## config.mk

```make
export PLATFORM = sky130hd
export DESIGN_NAME = ts_capture_pair
export DESIGN_NICKNAME = d
export VERILOG_FILES = /design/src/rtl/ts_cap_pkg.sv /design/src/rtl/ts_cap_unit.sv /design/src/rtl/ts_cap_regif.sv /design/src/rtl/ts_capture_pair.sv
export SDC_FILE = /design/constraint.sdc
export NUM_CORES = 1
export LEC_CHECK = 0
export ABC_AREA = 1
export BUFFER_PORTS_ARGS = -buffer_cell sky130_fd_sc_hd__buf_4
export CAP_MARGIN = 25
export CELL_PAD_IN_SITES_DETAIL_PLACEMENT = 0
export CELL_PAD_IN_SITES_GLOBAL_PLACEMENT = 2
export CORE_ASPECT_RATIO = 0.8
export CORE_UTILIZATION = 30
export CTS_CLUSTER_SIZE = 30
export DETAILED_ROUTE_END_ITERATION = 6
export GPL_TIMING_DRIVEN = 0
export PLACE_DENSITY = 0.84
export SKIP_CTS_REPAIR_TIMING = 1
export SLEW_MARGIN = 10
export SYNTH_ARGS = -nofsm -noshare
export SYNTH_HDL_FRONTEND = slang
export SYNTH_HIERARCHICAL = 1
export SYNTH_SLANG_ARGS = --single-unit
```

## constraint.sdc

```tcl
create_clock -name clk -period 1.5 [get_ports clk]
set_input_delay 0.075 -clock clk [delete_from_list [all_inputs] [get_ports clk]]
set_output_delay 0.075 -clock clk [all_outputs]
set_load 0.02 [all_outputs]
```

## src/rtl/ts_cap_pkg.sv

```systemverilog
package ts_cap_pkg;
  // word select inside one path's four-word window
  typedef enum logic [1:0] {
    SEL_STATUS = 2'd0,
    SEL_TS_LO  = 2'd1,
    SEL_TS_HI  = 2'd2,
    SEL_ENABLE = 2'd3
  } reg_sel_e;

  localparam int VALID_BIT = 16;
  localparam int NPATH     = 2;
endpackage

```

## src/rtl/ts_cap_unit.sv

```systemverilog
module ts_cap_unit #(
  parameter int TS_W  = 64,
  parameter int CNT_W = 8,
  parameter int EN_W  = 3
) (
  input  logic             clk,
  input  logic             rst,
  input  logic [TS_W-1:0]  time_now,
  input  logic             event_i,
  input  logic             rearm_i,
  input  logic             en_wr_i,
  input  logic [EN_W-1:0]  en_wdata_i,
  output logic [EN_W-1:0]  en_q,
  output logic             valid_q,
  output logic [TS_W-1:0]  ts_q,
  output logic [CNT_W-1:0] ovf_q
);
  localparam logic [CNT_W-1:0] OVF_MAX = '1;

  logic enabled, held, take, drop;

  always_comb begin
    enabled = |en_q;
    held    = valid_q & ~rearm_i;   // clear is applied before the event
    take    = event_i & enabled & ~held;
    drop    = event_i & enabled & held;
  end

  always_ff @(posedge clk) begin
    if (rst) begin
      en_q <= '0;
    end else if (en_wr_i) begin
      en_q <= en_wdata_i;
    end
  end

  always_ff @(posedge clk) begin
    if (rst) begin
      valid_q <= 1'b0;
      ts_q    <= '0;
    end else if (take) begin
      valid_q <= 1'b1;
      ts_q    <= time_now;
    end else if (rearm_i) begin
      valid_q <= 1'b0;
    end
  end

  always_ff @(posedge clk) begin
    if (rst) begin
      ovf_q <= '0;
    end else if (rearm_i) begin
      ovf_q <= '0;
    end else if (drop && ovf_q != OVF_MAX) begin
      ovf_q <= ovf_q + 1'b1;
    end
  end

  AST_CAPTURE: assert property (@(posedge clk) disable iff (rst)
    (!valid_q && event_i && en_q != '0) |=> (valid_q && ts_q == $past(time_now))) else $error("capture");
  AST_HOLD_TS: assert property (@(posedge clk) disable iff (rst)
    (valid_q && !rearm_i) |=> $stable(ts_q)) else $error("hold");
  AST_COUNT_STEP: assert property (@(posedge clk) disable iff (rst)
    (valid_q && !rearm_i && event_i && en_q != '0 && ovf_q != OVF_MAX)
      |=> (ovf_q == CNT_W'($past(ovf_q) + 1'b1))) else $error("count");
  AST_NO_OVERFLOW: assert property (@(posedge clk) disable iff (rst)
    (ovf_q == OVF_MAX && !rearm_i) |=> (ovf_q == OVF_MAX)) else $error("saturate");
  AST_DISABLED_IDLE: assert property (@(posedge clk) disable iff (rst)
    (en_q == '0 && !valid_q) |=> !valid_q) else $error("disabled");
  AST_REARM_CLEAR: assert property (@(posedge clk) disable iff (rst)
    (rearm_i && !(event_i && en_q != '0)) |=> (!valid_q && ovf_q == '0)) else $error("rearm");
  AST_CLEAR_THEN_TAKE: assert property (@(posedge clk) disable iff (rst)
    (rearm_i && event_i && en_q != '0) |=> (valid_q && ovf_q == '0 && ts_q == $past(time_now))) else $error("order");
endmodule

```

## src/rtl/ts_cap_regif.sv

```systemverilog
module ts_cap_regif
  import ts_cap_pkg::*;
#(
  parameter int TS_W   = 64,
  parameter int CNT_W  = 8,
  parameter int EN_W   = 3,
  parameter int ADDR_W = 4,
  parameter int DATA_W = 32
) (
  input  logic                         clk,
  input  logic                         rst,
  input  logic                         bus_wr,
  input  logic                         bus_rd,
  input  logic [ADDR_W-1:0]            bus_addr,
  input  logic [DATA_W-1:0]            bus_wdata,
  input  logic [NPATH-1:0]             valid,
  input  logic [NPATH-1:0][TS_W-1:0]   ts,
  input  logic [NPATH-1:0][CNT_W-1:0]  ovf,
  input  logic [NPATH-1:0][EN_W-1:0]   en,
  output logic [NPATH-1:0]             rearm,
  output logic [NPATH-1:0]             en_wr,
  output logic [EN_W-1:0]              en_wdata,
  output logic [DATA_W-1:0]            bus_rdata
);
  localparam int PAD_HI = ADDR_W - 2;

  logic             addr_ok;
  logic             path;
  reg_sel_e         sel;
  logic [DATA_W-1:0] rd_word;

  always_comb begin
    addr_ok  = (bus_addr[PAD_HI:2] == '0);
    path     = bus_addr[ADDR_W-1];
    sel      = reg_sel_e'(bus_addr[1:0]);
    en_wdata = bus_wdata[EN_W-1:0];
  end

  for (genvar p = 0; p < NPATH; p++) begin : g_dec
    always_comb begin
      rearm[p] = bus_wr && addr_ok && (path == 1'(p)) && sel == SEL_STATUS
                 && bus_wdata[VALID_BIT];
      en_wr[p] = bus_wr && addr_ok && (path == 1'(p)) && sel == SEL_ENABLE;
    end
  end

  always_comb begin
    rd_word = '0;
    if (addr_ok) begin
      case (sel)
        SEL_STATUS: begin
          rd_word[VALID_BIT]  = valid[path];
          rd_word[CNT_W-1:0]  = ovf[path];
        end
        SEL_TS_LO:  rd_word = ts[path][DATA_W-1:0];
        SEL_TS_HI:  rd_word = ts[path][TS_W-1:DATA_W];
        default:    rd_word[EN_W-1:0] = en[path];
      endcase
    end
  end

  always_ff @(posedge clk) begin
    if (rst) begin
      bus_rdata <= '0;
    end else if (bus_rd) begin
      bus_rdata <= rd_word;
    end
  end

  AST_ONE_PATH_REARM: assert property (@(posedge clk) disable iff (rst)
    $onehot0(rearm | en_wr)) else $error("decode");
endmodule

```

## src/rtl/ts_capture_pair.sv

```systemverilog
module ts_capture_pair
  import ts_cap_pkg::*;
#(
  parameter int TS_W   = 64,
  parameter int CNT_W  = 8,
  parameter int EN_W   = 3,
  parameter int ADDR_W = 4,
  parameter int DATA_W = 32
) (
  input  logic              clk,
  input  logic              rst,
  input  logic [TS_W-1:0]   time_now,
  input  logic              rx_event,
  input  logic              tx_event,
  input  logic              bus_wr,
  input  logic              bus_rd,
  input  logic [ADDR_W-1:0] bus_addr,
  input  logic [DATA_W-1:0] bus_wdata,
  output logic [DATA_W-1:0] bus_rdata
);
  logic [NPATH-1:0]            evt;
  logic [NPATH-1:0]            valid, rearm, en_wr;
  logic [NPATH-1:0][TS_W-1:0]  ts;
  logic [NPATH-1:0][CNT_W-1:0] ovf;
  logic [NPATH-1:0][EN_W-1:0]  en;
  logic [EN_W-1:0]             en_wdata;

  assign evt = {tx_event, rx_event};

  for (genvar p = 0; p < NPATH; p++) begin : g_path
    ts_cap_unit #(.TS_W(TS_W), .CNT_W(CNT_W), .EN_W(EN_W)) u_unit (
      .clk        (clk),
      .rst        (rst),
      .time_now   (time_now),
      .event_i    (evt[p]),
      .rearm_i    (rearm[p]),
      .en_wr_i    (en_wr[p]),
      .en_wdata_i (en_wdata),
      .en_q       (en[p]),
      .valid_q    (valid[p]),
      .ts_q       (ts[p]),
      .ovf_q      (ovf[p])
    );
  end

  ts_cap_regif #(
    .TS_W(TS_W), .CNT_W(CNT_W), .EN_W(EN_W), .ADDR_W(ADDR_W), .DATA_W(DATA_W)
  ) u_regif (
    .clk       (clk),
    .rst       (rst),
    .bus_wr    (bus_wr),
    .bus_rd    (bus_rd),
    .bus_addr  (bus_addr),
    .bus_wdata (bus_wdata),
    .valid     (valid),
    .ts        (ts),
    .ovf       (ovf),
    .en        (en),
    .rearm     (rearm),
    .en_wr     (en_wr),
    .en_wdata  (en_wdata),
    .bus_rdata (bus_rdata)
  );
endmodule

```

==> results of run 1 <==
-- cell usage in the layout, fill, tap and decap left out, types with 3 or more instances in the layout --
cell             n
nor2_4           4
inv_6            5
a21oi_2         20
dfxtp_1        180
nand3_1         48
o22ai_1         23
nor2_2           3
dfxtp_2          4
inv_1           38
buf_8            9
o211ai_2         6
clkbuf_16       17
o21ai_0         71
clkbuf_8         3
clkbuf_2         7
clkbuf_1        20
nand3_2        103
inv_2            7
buf_6           29
buf_2           14
clkinvlp_4       4
ha_1             4
buf_4          113
nand2_1        269
nor2_1         123
nand4_1          4
a21oi_1        150
dlygate4sd3_1   68
or2_2            6
-- per-layer routing --
metal  global-route usage, %  vias to the layer above  part of all wire, %
li1                        -                     4296                    -
met1                    30.8                     4073                   52
met2                    31.6                      211                   44
met3                    2.79                       18                  3.9
met4                    5.28                        0                 0.96
met5                       0                        -                    0
-- critical path, delay by kind of cell (launching register included) --
family          cells  cell delay [ns]
compound gates      2             0.36
buf+inv             3             0.52
flops               1             0.37
simple gates        1             0.09
-- where the power goes --
part | internal, mW | switching (mW) | total (mW)
Clock | 2.28 | 2.13 | 4.41
Combinational | 0.528 | 0.788 | 1.32
Sequential | 4.96 | 0.0424 | 5.00
-- flip-flops by register name, summed over array words and instances (netlist names) --
signal / count
g_path.u_unit/ts_q: 128
u_regif/bus_rdata: 32
g_path.u_unit/ovf_q: 16
g_path.u_unit/en_q: 6
g_path.u_unit/valid_q: 2
-- final cells by class --
class	count	area, sq um
Multi-Input combinational cell	854	4620
Clock inverter	11	87.6
Fill cell	3105	17900
Timing Repair Buffer	173	1470
Tap cell	406	508
Inverter	47	181
Buffer	89	746
Clock buffer	21	470
Sequential cell	184	3690
-- final timing paths --
kind | from | end | slack (ns) | cells after the start
setup / recovery | g_path[1].u_unit/en_q[2] | g_path[1].u_unit/ts_q[5] | 0.08 | 6
hold / removal | tx_event | g_path[1].u_unit/ovf_q[6] | 0.02 | 4
setup reg to reg | g_path[1].u_unit/en_q[2] | g_path[1].u_unit/ts_q[5] | 0.08 | 6
hold reg to reg | g_path[0].u_unit/ts_q[48] | g_path[0].u_unit/ts_q[48] | 0.46 | 2
-- metrics by stage --
stage | setup TNS, ns | util, % | total power, mW | worst slack [ns]
after global placement | -68.38 | 35.2 | 6.26 | -0.571
final | 0 | 39.7 | 10.7 | 0.0805
after CTS | -2.49 | 37.1 | 10.7 | -0.127
after detailed placement | -70.01 | 35.2 | 6.27 | -0.586
after floorplan | -0.546 | - | 5.72 | -0.0152
after global routing | -0.00330 | 39.7 | 11.1 | -0.00330
-- cell families (layout without fill, tap and decap cells) --
kind of cell    Yosys count  count (layout)  share of synthesized area, %
compound gates          278             278                          17.3
xor+xnor                  4               4                         0.384
fa+ha+maj                 6               6                         0.822
buf+inv                 137             341                          9.64
flops                   184             184                          40.4
simple gates            566             566                          31.5
==> metrics.txt, run 1 <==
htree depth 4; worst endpoint data arrival time 1.79 ns; global route total overflow 0; commonest register cell after synthesis dfxtp_1; drt drc 0; DRT antenna net count 0; DP Area 10400 sq um; Clock Sinks 184; Hold WS 0.0182 ns; top-area cell type share of the netlist area 40.4%; GP Congestion 0.842; Num CTS Buffers 17; clk_skew 0.0113 ns; DR iter-0 viols 607; Die Wd 197 microns; EDFF count, synth 0; CP cell instances inv_2, a21oi_4, buf_6, buf_6, nand3_2, a21oi_2; first drt pass iteration count 5; # diodes 0; critical path peak fanout 10; post-route cell area 11800 sq um; P&R area growth vs syn 28.9%; Yosys cell types 33; first-pass GRT wire length 48300 microns; Slowest-stage cell, CP dfxtp_1; largest cells by area after synthesis dfxtp_1, nand3_2, nand2_1, a21oi_1, nor2_1; flops & latches, synth 184; Worst Tran Pin Value 0.831 ns; CTS clk-pin slew, worst paths 0.08 ns; Total Routed Length 32500 microns; crit start category register; leakage 4.25 nW; Critical Path Sink Type register; # rows 56; top post-synthesis cells by count nand2_1, dfxtp_1, a21oi_1; most common cell in the netlist nand2_1; Net Count, Synth 1287; Core Region 29600 sq um; initial antenna violation count 0; status complete, no violations; share of layout cells above drive strength 1 26.8%; full die area 31100 sq um; post-synth top area cell dfxtp_1; IO Pins 138; Max Cap Viol 0; # setup viols final 0; Port Buffers 105; worst stage delay on the critical path 0.37 ns; maximum vdd drop 827 uV; DR vias 8598; async set or reset register ratio after synthesis 0%; dpl hpwl 23500 microns; Crit Path Class reg -> reg; WP data required 1.87 ns; clk_lat worst skew 0.44 ns; syn_area_per_cell 7.77 sq um; Mapped Area 9130 sq um; Hold WC Path Type in -> reg; Min Clock Period, post-route 1.42 ns; Slew Limit Fails 0; Die Y-Extent 158 microns; Max Root-Sink Buffers 2; nets@finish 1478; Layout Cells excl Fill 1785; pin count of the biggest net entering global routing 17; Max Fclk 704 MHz; total number of yosys warnings 6; Crit path top cell by count buf_6; period utilization 94.6%; sequential share of the synthesized area 40.4%; Fin. Hold Viols 0; Cell Pwr Density 912 nW/um^2; Starting Density 30.8%; slew margin rel. 44.6%; WL per Instance 18.2 microns; placed cells 1686; Post-Syn Instances 1175; vias in the first global route 7952; GRT Util Overall 20.9%; drt via density 4.82; TritonCTS clock tree built; CTS Root Cell clkbuf_16
Power figures use the tool's default switching activity.
==> inputs of run 2 (changes only) <==
--- a/config.mk
+++ b/config.mk
@@ -6,7 +6,7 @@
 export NUM_CORES = 1
 export LEC_CHECK = 0
 export ABC_AREA = 1
-export BUFFER_PORTS_ARGS = -buffer_cell sky130_fd_sc_hd__buf_4
+export BUFFER_PORTS_ARGS = -buffer_cell sky130_fd_sc_hd__buf_2
 export CAP_MARGIN = 25
 export CELL_PAD_IN_SITES_DETAIL_PLACEMENT = 0
 export CELL_PAD_IN_SITES_GLOBAL_PLACEMENT = 2
@@ -15,6 +15,7 @@
 export CTS_CLUSTER_SIZE = 30
 export DETAILED_ROUTE_END_ITERATION = 6
 export GPL_TIMING_DRIVEN = 0
+export MAX_ROUTING_LAYER = met4
 export PLACE_DENSITY = 0.84
 export SKIP_CTS_REPAIR_TIMING = 1
 export SLEW_MARGIN = 10
==> metrics.txt, run 2 (same netlist as run 1, synthesis figures left out) <==
Fin. Hold Viols 0 (unchanged); Sw Share 27.1% (was 27.6%); Port Buffers 105 (unchanged); DRT antenna net count 0 (unchanged); Hold WS 0.0244 ns (was 0.0182 ns); Setup TNS 0 ns (unchanged); DP Area 10200 sq um (was 10400 sq um); kind of cell adding the most delay to the critical path flip-flops (was buffers and inverters); WP data required 1.80 ns (was 1.87 ns); worst endpoint data arrival time 1.73 ns (was 1.79 ns); vias in the first global route 8080 (was 7952); CP cell instances nor2_2, a21oi_4, nand2_2, buf_6, buf_6, nand2_1, a21oi_1 (was inv_2, a21oi_4, buf_6, buf_6, nand3_2, a21oi_2); Worst Tran Pin Value 0.806 ns (was 0.831 ns); Max Fclk 699 MHz (was 704 MHz); Pint 7.78 mW (was 7.77 mW); PnR worst setup slack 0.0703 ns (was 0.0805 ns); Hold WC Path Type in -> reg (unchanged); top flop regs g_path.u_unit/ts_q: 128 flops, u_regif/bus_rdata: 32 flops, g_path.u_unit/ovf_q: 16 flops (unchanged); Slew Limit Fails 0 (unchanged); htree depth 4 (unchanged); Starting Density 30.8% (unchanged); Die Y-Extent 158 microns (unchanged); Max Root-Sink Buffers 2 (unchanged); Max Cap Viol 0 (unchanged); IO Pins 138 (unchanged); Layout Cells excl Fill 1785 (unchanged); GP Congestion 0.873 (was 0.842); Clock Sinks 184 (unchanged); most frequent cells in the layout nand2_1, dfxtp_1, a21oi_1 (unchanged); crit start category register (unchanged); Die Wd 197 microns (unchanged); # setup viols final 0 (unchanged); critical path peak fanout 10 (unchanged); first drt pass iteration count 5 (unchanged); placed cells 1686 (unchanged); WL per Instance 18.0 microns (was 18.2 microns); commonest non-fill, non-tap cell in the layout nand2_1 (unchanged); clk_lat worst skew 0.44 ns (about the same); DR vias 8620 (was 8598); final core utilization 38.8% (was 39.7%); share of layout cells above drive strength 1 26.5% (was 26.8%); drt via density 4.83 (was 4.82); TritonCTS clock tree built (unchanged); nets@finish 1478 (unchanged); post-route cell area 11500 sq um (was 11800 sq um); Critical Path Sink Type register (unchanged); slew margin rel. 46.3% (was 44.6%); Final Power 10.7 mW (about the same); Largest Register g_path.u_unit/ts_q (unchanged); # rows 56 (unchanged); pin count of the biggest net entering global routing 17 (unchanged); pre-CTS setup slack -0.606 ns (was -0.586 ns); Min Clock Period, post-route 1.43 ns (was 1.42 ns); Crit path top cell by count buf_6 (unchanged); status complete, no violations (unchanged); max reg flops 128 (unchanged); # diodes 0 (unchanged); drt drc 0 (unchanged); maximum vdd drop 848 uV (was 827 uV); sequential fraction of design power 46.8% (was 46.6%); GRT Util Overall 21.3% (was 20.9%); CTS Root Cell clkbuf_16 (unchanged); clk_skew 0.0124 ns (was 0.0113 ns); initial antenna violation count 0 (unchanged); CP bufs+invs 2 (was 3); RSZ-0062 raised after global routing yes; full die area 31100 sq um (unchanged); Crit Path Class reg -> reg (unchanged); worst stage delay on the critical path 0.35 ns (was 0.37 ns); first-pass GRT wire length 48000 microns (was 48300 microns); global route total overflow 0 (unchanged); Num CTS Buffers 17 (unchanged); period utilization 95.3% (was 94.6%); CTS clk-pin slew, worst paths 0.08 ns (about the same); combinational power share 11.7% (was 12.3%); Core Region 29600 sq um (unchanged); P&R area growth vs syn 26.1% (was 28.9%); dpl hpwl 23400 microns (was 23500 microns); Total Routed Length 32100 microns (was 32500 microns); leakage 4.20 nW (was 4.25 nW); Cell Pwr Density 928 nW/um^2 (was 912 nW/um^2); Slowest-stage cell, CP dfxtp_2 (was dfxtp_1); Clk pwr share 41.5% (was 41.1%); DR iter-0 viols 496 (was 607); NetSw 2.89 mW (was 2.96 mW)
[run 2: cell types whose count changed in the layout (fill, tap and decap cells not counted), sizes merged]
cell,delta
bufinv,+1
clkbuf,-1
clkinv,+3
inv,-3
[run 2: power groups by stage]
stage          sequential [mW]  clock [mW]  combinational, mW
6_report                  5.00        4.43               1.25
3_3_place_gp              5.11           0               1.09
2_1_floorplan             5.12           0              0.604
4_1_cts                   5.00        4.53               1.09
5_1_grt                   5.01        4.75               1.34
3_5_place_dp              5.11           0               1.09
[run 2: layer usage]
| metal | part of all wire [%] | wire length (microns) | track usage [%] |
|---|---|---|---|
| met4 | 1.5 | 493 | 5.57 |
| met5 | 0 | 0 | - |
| met2 | 43 | 13900 | 31.0 |
| met1 | 51 | 16300 | 30.5 |
| met3 | 4.6 | 1470 | 2.94 |
[run 2: final timing paths]
path                                           startpoint                   endpoint  slack (ns)  cells past startpoint
worst max-delay path             g_path[0].u_unit/en_q[0]  g_path[0].u_unit/ts_q[35]        0.07                      7
worst min-delay path                             tx_event  g_path[1].u_unit/ovf_q[6]        0.02                      4
worst max register to register   g_path[0].u_unit/en_q[0]  g_path[0].u_unit/ts_q[35]        0.07                      7
worst min register to register  g_path[0].u_unit/ts_q[53]  g_path[0].u_unit/ts_q[53]        0.46                      2
[run 2: layout make-up]
cell class / instances / area (sq um)
Buffer: 89 / 761
Clock buffer: 20 / 447
Clock inverter: 12 / 121
Fill cell: 3116 / 18100
Inverter: 47 / 181
Multi-Input combinational cell: 854 / 4600
Sequential cell: 184 / 3690
Tap cell: 406 / 508
Timing Repair Buffer: 173 / 1210
[run 2: worst reg2reg max path: stages, from the launching register on]
cell,delay [ns]
dfxtp_2,0.35
nor2_2,0.06
a21oi_4,0.28
nand2_2,0.12
buf_6,0.17
buf_6,0.15
nand2_1,0.08
a21oi_1,0.06
==> inputs of run 3 (changes only) <==
==> constraint.sdc (replaced) <==
create_clock -name clk -period 1.5 [get_ports clk]
set_input_delay 0.15 -clock clk [delete_from_list [all_inputs] [get_ports clk]]
set_output_delay 0.15 -clock clk [all_outputs]
set_load 0.005 [all_outputs]
==> metrics.txt, run 3 (same netlist as run 1, synthesis figures left out) <==
Cell Pwr Density 957 nW/um^2 (was 928 nW/um^2); Critical Path Sink Type register (unchanged); violated checks negative hold slack; status complete, but fails checks (was complete, no violations); htree depth 4 (unchanged); CTS clk-pin slew, worst paths 0.07 ns (was 0.08 ns); worst stage delay on the critical path 0.24 ns (was 0.35 ns); first drt pass iteration count 5 (unchanged); vias in the first global route 7841 (was 8080); CTS Root Cell clkbuf_16 (unchanged); Crit Path Class in -> reg (was reg -> reg); first-pass GRT wire length 48000 microns (about the same); initial antenna violation count 0 (unchanged); worst endpoint data arrival time 1.79 ns (was 1.73 ns); most frequent cells in the layout nand2_1, dfxtp_1, a21oi_1 (unchanged); Die Y-Extent 158 microns (unchanged); drt drc 0 (unchanged); # setup viols final 0 (unchanged); critical path peak fanout 10 (unchanged); pin count of the biggest net entering global routing 17 (unchanged); WP data required 1.86 ns (was 1.80 ns); Core Region 29600 sq um (unchanged); DR vias 8514 (was 8620); TritonCTS clock tree built (unchanged); drt via density 4.85 (was 4.83); clk_lat worst skew 0.44 ns (about the same); GRT Util Overall 21.4% (was 21.3%); Worst Tran Pin Value 0.792 ns (was 0.806 ns); Die Wd 197 microns (unchanged); top flop regs g_path.u_unit/ts_q: 128 flops, u_regif/bus_rdata: 32 flops, g_path.u_unit/ovf_q: 16 flops (unchanged); global route total overflow 0 (unchanged); Max Cap Viol 0 (unchanged); Num CTS Buffers 17 (unchanged); Largest Register g_path.u_unit/ts_q (unchanged); IO Pins 138 (unchanged); commonest non-fill, non-tap cell in the layout nand2_1 (unchanged); Starting Density 30.8% (unchanged); Hold WS -0.00565 ns (was 0.0244 ns); share of layout cells above drive strength 1 27.4% (was 26.5%); leakage 4.09 nW (was 4.20 nW); GP Congestion 0.869 (was 0.873); Clock Sinks 184 (unchanged); dpl hpwl 23500 microns (was 23400 microns); Total Routed Length 32000 microns (was 32100 microns); placed cells 1686 (unchanged); # rows 56 (unchanged); nets@finish 1448 (was 1478); Port Buffers 105 (unchanged); CP cell instances buf_2, inv_1, ha_2, inv_4, nor3_4, nor2_4, inv_2, buf_4, buf_6, nand3_2, a21oi_1 (was nor2_2, a21oi_4, nand2_2, buf_6, buf_6, nand2_1, a21oi_1); Max Root-Sink Buffers 2 (unchanged); maximum vdd drop 656 uV (was 848 uV); Slew Limit Fails 0 (unchanged); RSZ-0062 raised after global routing yes (unchanged); Hold WC Path Type in -> reg (unchanged); Slowest-stage cell, CP ha_2 (was dfxtp_2); Max Fclk 701 MHz (was 699 MHz); # diodes 0 (unchanged); Fin. Hold Viols 5 (was 0); full die area 31100 sq um (unchanged); Min Clock Period, post-route 1.43 ns (about the same); max reg flops 128 (unchanged); slew margin rel. 47.2% (was 46.3%); P&R area growth vs syn 23.3% (was 26.1%); DR iter-0 viols 614 (was 496); crit start category primary input (was register); WL per Instance 18.3 microns (was 18.0 microns); period utilization 95.1% (was 95.3%); final core utilization 38.0% (was 38.8%); Final Power 10.8 mW (was 10.7 mW); DRT antenna net count 0 (unchanged); clk_skew 0.0131 ns (was 0.0124 ns); Layout Cells excl Fill 1754 (was 1785)
[run 3: final cells by class]
cell class,count,area [sq um]
Clock inverter,12,145
Sequential cell,184,3680
Inverter,47,181
Timing Repair Buffer,142,896
Clock buffer,19,433
Tap cell,406,508
Multi-Input combinational cell,854,4620
Buffer,90,786
Fill cell,3166,18400
[run 3: path summary, 6_finish.rpt]
check,from,to,slack (ns),cells after the start
setup / recovery,bus_addr[0],g_path[1].u_unit/ts_q[36],0.07,11
hold / removal,time_now[13],g_path[1].u_unit/ts_q[13],-0.006,3
setup reg to reg,g_path[0].u_unit/en_q[0],g_path[0].u_unit/ts_q[6],0.09,6
hold reg to reg,g_path[0].u_unit/ts_q[24],g_path[0].u_unit/ts_q[24],0.46,2
[run 3: metal layers]
layer  routed length, microns  global-route usage (%)  up-vias
met5                        0                       -        -
met4                      325                    4.50        0
met3                     1540                    3.09       20
met2                    13600                    30.8      225
met1                    16600                    31.3     4032
li1                         -                       -     4237
[run 3: power by group]
group	leakage [nW]	internal [mW]	switching, mW
clock network	0.268	2.48	2.11
registers	1.49	4.96	0.0410
logic	2.33	0.423	0.762
[run 3: worst max-delay path: cells and delay by family]
kind	cells	cell delay, ns
adders and majority gates	1	0.24
AOI/OAI and AO/OA	1	0.14
buffers and inverters	6	0.82
and+or+nand+nor	3	0.42
[run 3: stage by stage]
stage          worst slack [ns]  area [sq um]  setup TNS, ns
4_1_cts                  -0.213         10800          -5.34
3_5_place_dp             -0.662         10300         -79.17
6_report                 0.0733         11300              0
2_1_floorplan           -0.0515          9230          -2.45
3_3_place_gp             -0.635         10300         -73.15
5_1_grt                 -0.0185         11300        -0.0440
